**config.mk**
```make
export PLATFORM = sky130hd
export DESIGN_NAME = trap_vector_unit
export DESIGN_NICKNAME = d
export VERILOG_FILES = /design/src/rtl/trap_pkg.sv /design/src/rtl/trap_ctrl.sv /design/src/rtl/trap_datapath.sv /design/src/rtl/trap_vector_unit.sv
export SDC_FILE = /design/constraint.sdc
export NUM_CORES = 1
export LEC_CHECK = 0
export BUFFER_PORTS_ARGS = -buffer_cell sky130_fd_sc_hd__buf_4
export CORE_UTILIZATION = 55
export CTS_CLUSTER_SIZE = 8
export DETAILED_ROUTE_END_ITERATION = 10
export HOLD_SLACK_MARGIN = 0.15
export PLACE_DENSITY = 0.81
export SYNTH_ARGS = -nofsm -noshare
export SYNTH_HDL_FRONTEND = slang
export SYNTH_HIERARCHICAL = 1
export SYNTH_SLANG_ARGS = --single-unit
```
**constraint.sdc**
```tcl
create_clock -name clk -period 4.1 [get_ports clk]
set_clock_uncertainty 0.15 [all_clocks]
set_input_delay 0.41 -clock clk [delete_from_list [all_inputs] [get_ports clk]]
set_output_delay 0.41 -clock clk [all_outputs]
set_load 0.005 [all_outputs]
```
**src/rtl/trap_pkg.sv**
```systemverilog
package trap_pkg;
  // Strobes from control to datapath, valid for one cycle.
  typedef struct packed {
    logic push;      // trap: save return address, load target
    logic pop;       // return: load saved address
    logic popEmpty;  // pop found nothing: load zero, leave pointer
    logic clrGie;    // trap clears interrupt enable
    logic ldGie;     // direct enable write
    logic gieVal;    // value for direct write
  } trapStb_t;
endpackage

```
**src/rtl/trap_ctrl.sv**
```systemverilog
module trap_ctrl
  import trap_pkg::*;
#(
  parameter int DEPTH = 12
) (
  input  logic     clk,
  input  logic     rstN,
  input  logic     trapReq,
  input  logic     trapClrGie,
  input  logic     retReq,
  input  logic     gieLoadEn,
  input  logic     gieLoadVal,
  output trapStb_t stb,
  output logic     stkOverflow,
  output logic     stkUnderflow
);
  localparam int CNT_W = $clog2(DEPTH + 1);
  localparam logic [CNT_W-1:0] FULL = CNT_W'(DEPTH);

  logic [CNT_W-1:0] count;

  always_comb begin
    stb = '0;
    if (trapReq) begin
      stb.push   = 1'b1;
      stb.clrGie = trapClrGie;
    end else if (retReq) begin
      stb.pop      = 1'b1;
      stb.popEmpty = (count == '0);
    end
    stb.ldGie  = gieLoadEn && !stb.clrGie;
    stb.gieVal = gieLoadVal;
  end

  always_ff @(posedge clk or negedge rstN) begin
    if (!rstN) begin
      count        <= '0;
      stkOverflow  <= 1'b0;
      stkUnderflow <= 1'b0;
    end else if (stb.push) begin
      if (count == FULL) stkOverflow <= 1'b1;
      else               count <= count + 1'b1;
    end else if (stb.pop) begin
      if (count == '0) stkUnderflow <= 1'b1;
      else             count <= count - 1'b1;
    end
  end


  overflow_sticky_chk: assert property (@(posedge clk) disable iff (!rstN)
    stkOverflow |=> stkOverflow);

  overflow_set_chk: assert property (@(posedge clk) disable iff (!rstN)
    (trapReq && count == FULL) |=> (stkOverflow && count == FULL));

  underflow_sticky_chk: assert property (@(posedge clk) disable iff (!rstN)
    stkUnderflow |=> stkUnderflow);

  trap_wins_chk: assert property (@(posedge clk) disable iff (!rstN)
    (trapReq && retReq) |=> (count >= $past(count)));
endmodule

```
**src/rtl/trap_datapath.sv**
```systemverilog
module trap_datapath
  import trap_pkg::*;
#(
  parameter int   ADDR_W  = 16,
  parameter int   BASE_W  = 8,
  parameter int   VEC_W   = 6,
  parameter int   DEPTH   = 12,
  parameter logic GIE_RST = 1'b0
) (
  input  logic              clk,
  input  logic              rstN,
  input  trapStb_t          stb,
  input  logic [BASE_W-1:0] intBase,
  input  logic [VEC_W-1:0]  trapVec,
  input  logic [ADDR_W-1:0] nextPc,
  output logic [ADDR_W-1:0] pcOut,
  output logic              pcLoad,
  output logic              gie
);
  localparam int SLOT_W = ADDR_W - BASE_W - VEC_W;
  localparam int PTR_W  = (DEPTH > 1) ? $clog2(DEPTH) : 1;
  localparam logic [PTR_W-1:0] LAST = PTR_W'(DEPTH - 1);

  logic [ADDR_W-1:0] target;
  logic [ADDR_W-1:0] stkMem [DEPTH];
  logic [PTR_W-1:0]  wrPtr, topPtr, nextPtr;

  // Table address: base, then vector, then zero slot offset.
  generate
    if (SLOT_W > 0) begin : g_slot
      assign target = {intBase, trapVec, {SLOT_W{1'b0}}};
    end else begin : g_noslot
      assign target = {intBase, trapVec};
    end
  endgenerate

  assign topPtr  = (wrPtr == '0)   ? LAST : wrPtr - 1'b1;
  assign nextPtr = (wrPtr == LAST) ? '0   : wrPtr + 1'b1;

  // Circular storage: a push on a full stack overwrites the oldest slot.
  generate
    for (genvar i = 0; i < DEPTH; i++) begin : g_entry
      always_ff @(posedge clk) begin
        if (stb.push && wrPtr == PTR_W'(i)) stkMem[i] <= nextPc;
      end
    end
  endgenerate

  always_ff @(posedge clk or negedge rstN) begin
    if (!rstN) begin
      wrPtr  <= '0;
      pcOut  <= '0;
      pcLoad <= 1'b0;
      gie    <= GIE_RST;
    end else begin
      pcLoad <= stb.push || stb.pop;
      if (stb.push) begin
        pcOut <= target;
        wrPtr <= nextPtr;
      end else if (stb.pop) begin
        if (stb.popEmpty) pcOut <= '0;
        else begin
          pcOut <= stkMem[topPtr];
          wrPtr <= topPtr;
        end
      end
      if (stb.clrGie)     gie <= 1'b0;
      else if (stb.ldGie) gie <= stb.gieVal;
    end
  end


  pc_load_chk: assert property (@(posedge clk) disable iff (!rstN)
    (stb.push || stb.pop) |=> pcLoad);

  pc_hold_chk: assert property (@(posedge clk) disable iff (!rstN)
    !(stb.push || stb.pop) |=> (!pcLoad && $stable(pcOut)));

  trap_addr_chk: assert property (@(posedge clk) disable iff (!rstN)
    stb.push |=> (pcOut[ADDR_W-1 -: BASE_W] == $past(intBase)));

  gie_clear_chk: assert property (@(posedge clk) disable iff (!rstN)
    stb.clrGie |=> !gie);

  empty_pop_chk: assert property (@(posedge clk) disable iff (!rstN)
    stb.popEmpty |=> (pcOut == '0));
endmodule

```
**src/rtl/trap_vector_unit.sv**
```systemverilog
module trap_vector_unit
  import trap_pkg::*;
#(
  parameter int   ADDR_W  = 16,
  parameter int   BASE_W  = 8,
  parameter int   VEC_W   = 6,
  parameter int   DEPTH   = 12,
  parameter logic GIE_RST = 1'b0
) (
  input  logic              clk,
  input  logic              rstN,
  input  logic              trapReq,
  input  logic [VEC_W-1:0]  trapVec,
  input  logic              trapClrGie,
  input  logic [ADDR_W-1:0] nextPc,
  input  logic [BASE_W-1:0] intBase,
  input  logic              retReq,
  input  logic              gieLoadEn,
  input  logic              gieLoadVal,
  output logic [ADDR_W-1:0] pcOut,
  output logic              pcLoad,
  output logic              gie,
  output logic              stkOverflow,
  output logic              stkUnderflow
);
  trapStb_t stb;

  trap_ctrl #(.DEPTH(DEPTH)) u_ctrl (
    .clk(clk), .rstN(rstN), .trapReq(trapReq), .trapClrGie(trapClrGie),
    .retReq(retReq), .gieLoadEn(gieLoadEn), .gieLoadVal(gieLoadVal),
    .stb(stb), .stkOverflow(stkOverflow), .stkUnderflow(stkUnderflow)
  );

  trap_datapath #(
    .ADDR_W(ADDR_W), .BASE_W(BASE_W), .VEC_W(VEC_W),
    .DEPTH(DEPTH), .GIE_RST(GIE_RST)
  ) u_dp (
    .clk(clk), .rstN(rstN), .stb(stb), .intBase(intBase),
    .trapVec(trapVec), .nextPc(nextPc),
    .pcOut(pcOut), .pcLoad(pcLoad), .gie(gie)
  );
endmodule

```
==> impl_metrics.yaml <==
clock_tree:
  cts_setup_buffers: 0
  cts_made_buffers: 31
  cts_max_level: 1
  clock-root-buffer: "clkbuf_16"
  cts_buffer_depth: 3
  clk_pin_slew_ns: 0.05
  tritoncts: "done"
  clk_latency_ns: 0.55
  clock_sinks: 220
  post_cts_resized: 0
  postCtsHoldBufs: 34
synth:
  yosysWarnings: 6
  seq_area_frac_synth_pct: 74.0
  synth_seq_cells: 220
  syn_area_um2: 8730
  ys.flop_type: "edfxtp_1"
  ys_types: 46
  synthesis.nets: 501
  avgSynthCellArea_um2: 19.2
  netlist_instances: 456
  async_flop_share_pct: 12.7
  synth_edf_count: 192
power:
  p_leak_nw: 3.73
  pwr-share-comb_pct: 26.6
  clock_power_share_pct: 33.3
  internal-power_mw: 5.09
  p_sw_share_pct: 28.7
  powerDensity_nw_per_um2: 666
  power.switching_mw: 2.05
  seqPwrFrac_pct: 40.2
  ir_drop_v: 0.000450
  p_total_mw: 7.14
global_route:
  grt_max_degree: 41
  grt_pass1_vias: 5116
  grt_overflow: 0
  grt_pass1_wl_um: 29400
  grtUsageTotal_pct: 24.8
  antenna_found_initial: 0
drt:
  routed_via_density: 6.13
  dr_total_vias: 4965
  ant_nets: 0
  drt_iter0_drc: 426
  finalWirelength_um: 19300
  wl_per_cell_um: 23.8
  drc: 0
  dr.pass1.iters: 5
hold_path:
  hp-class: "input pin to register"
  hold_depth: 3
worst_setup_path:
  cp.required_ns: 4.36
  critical_path_class: "register to register"
  cpPeakStageDelay_ns: 0.81
  start_kind: "register"
  cp_max_fo: 40
  slowest_stage: "ha_4"
  path_cells: "inv_1, ha_4, buf_4, mux4_2, o22ai_1, o21ai_1"
  r2r_slack_ns: 1.24
  r2r_cells: 6
  arrival_ns: 3.12
  crit_path_end_kind: "register"
timing:
  hold_viol: 0
  fin_crit_sh_pct: 69.8
  clock.fmax_mhz: 350
  slew_violations: 0
  rsz0062_at_grt: "false"
  setup-violations-final: 0
  setup_tns_ns: 0
  fin_crit_ns: 2.86
  holdWs_ns: 0.168
  slew_headroom_pct: 18.1
  tightest_slew_ns: 1.22
die:
  core_um2: 15400
  rows: 45
  die_h_um: 128
  die_w_um: 128
  io_pins: 57
  start_util_pct: 56.8
  design.die.area_um2: 16400
run_status:
  status: "finished, final reports clean"
finish:
  drive_above_1_share_pct: 28.0
  area_delta_synth_final_pct: 22.7
  fin_area_um2: 10700
  fill_cells: 954
  fin_nets: 619
  antenna_cells: 0
  utilization_pct: 69.7
placed_design:
  place.port_buffers: 56
  post_dp_cell_area_um2: 9450
  place.gp.congestion: 0.820
  place_hpwl_um: 11000
flow_run:
  drv_cap: 0
==> layout by cell type (no fill, tap or decap), types with 3 or more instances in the layout <==
cell type,netlist,layout
a21oi_1,3,3
o22ai_1,16,16
mux4_2,44,44
dfrtp_1,28,28
nand3_1,3,3
o21ai_1,17,17
o21ai_0,20,20
clkbuf_1,7,25
mux4_1,4,4
nor2_1,17,17
ha_1,7,6
buf_4,5,75
dlygate4sd3_1,0,34
nand2b_1,3,3
edfxtp_1,192,192
a22oi_1,14,14
nor3_2,2,6
nor4_1,3,3
nand2_1,14,14
inv_1,7,7
clkbuf_16,0,31
==> critical path: cells and delay by family, from the launching register on <==
family          cells  cell delay [ns]
mux                 1             0.51
buf+inv             2             0.47
fa+ha+maj           1             0.81
flops               1             0.45
compound gates      2             0.26
==> state kept, by name, indices dropped and copies added (netlist names) <==
name                 flops
u_dp/gie                 1
u_dp/stkMem            192
u_ctrl/count             4
u_dp/wrPtr               4
u_dp/pcOut              16
u_ctrl/stkOverflow       1
u_dp/pcLoad              1
u_ctrl/stkUnderflow      1
==> synth_stat cells (3+ instances only) <==
library cell,count,share of area (%)
o21ai_1,17,0.97
o22ai_1,16,1.1
nand2_1,14,0.60
dfrtp_1,28,8.0
edfxtp_1,192,66
inv_1,7,0.30
a21oi_1,3,0.17
buf_4,5,0.43
nor3_1,5,0.29
buf_6,5,0.64
nand2b_1,3,0.21
nand3_1,3,0.17
a22oi_1,14,1.2
buf_2,8,0.46
ha_1,7,1.0
nor4_1,3,0.21
mux4_2,44,11
clkbuf_1,7,0.30
nor2_1,17,0.73
mux4_1,4,1.2
o21ai_0,20,1.1
==> path summary, 6_finish.rpt <==
check	from	to
max	u_dp/wrPtr[0]	u_dp/pcOut[11]
min	trapReq	u_dp/wrPtr[3]
max reg2reg	u_dp/wrPtr[0]	u_dp/pcOut[11]
min reg2reg	u_ctrl/stkUnderflow	u_ctrl/stkUnderflow
max in group asynchronous	rstN	u_dp/pcLoad
min in group asynchronous	rstN	u_dp/pcOut[3]
==> power by group through the flow <==
stage,sequential (mW),clock (mW),combinational [mW]
3_5_place_dp,2.90,0,1.85
6_report,2.87,2.37,1.90
3_3_place_gp,2.88,0,1.80
4_1_cts,2.86,2.39,1.90
5_1_grt,2.89,2.51,2.03
2_1_floorplan,2.83,0,1.38
==> metal layers <==
layer	track usage [%]	up-vias	part of all wire, %
met5	0	-	0
li1	-	2106	-
met4	9.69	0	2.9
met1	32.7	2520	39
met3	6.01	53	8.8
met2	40.4	286	50
==> final cells by class <==
type	instances	area [um2]	share of cell area (%)
sequential	220	6470	60.4
multi-input combinational	203	2110	19.7
timing repair buffer	110	923	8.62
clock buffer	56	870	8.12
tap	211	264	2.46
clock inverter	2	50.0	0.467
inverter	8	30.0	0.280
==> stage by stage <==
stage	worst slack [ns]	cells
after floorplan	1.27	456
after global placement	1.30	718
after detailed placement	1.19	718
after CTS	1.21	810
after global routing	1.04	810
final	1.24	810
==> cells by family (layout without fill, tap and decap cells) <==
family / count (synthesis) / count (layout) / synth area share (%)
compound gates: 84 / 84 / 6.02
fa+ha+maj: 8 / 8 / 1.23
xor+xnor: 2 / 2 / 0.201
simple gates: 58 / 58 / 3.41
mux: 51 / 51 / 12.9
flops: 220 / 220 / 74.0
buf+inv: 33 / 176 / 2.18
No activity file was read; power rests on OpenSTA's default activity.
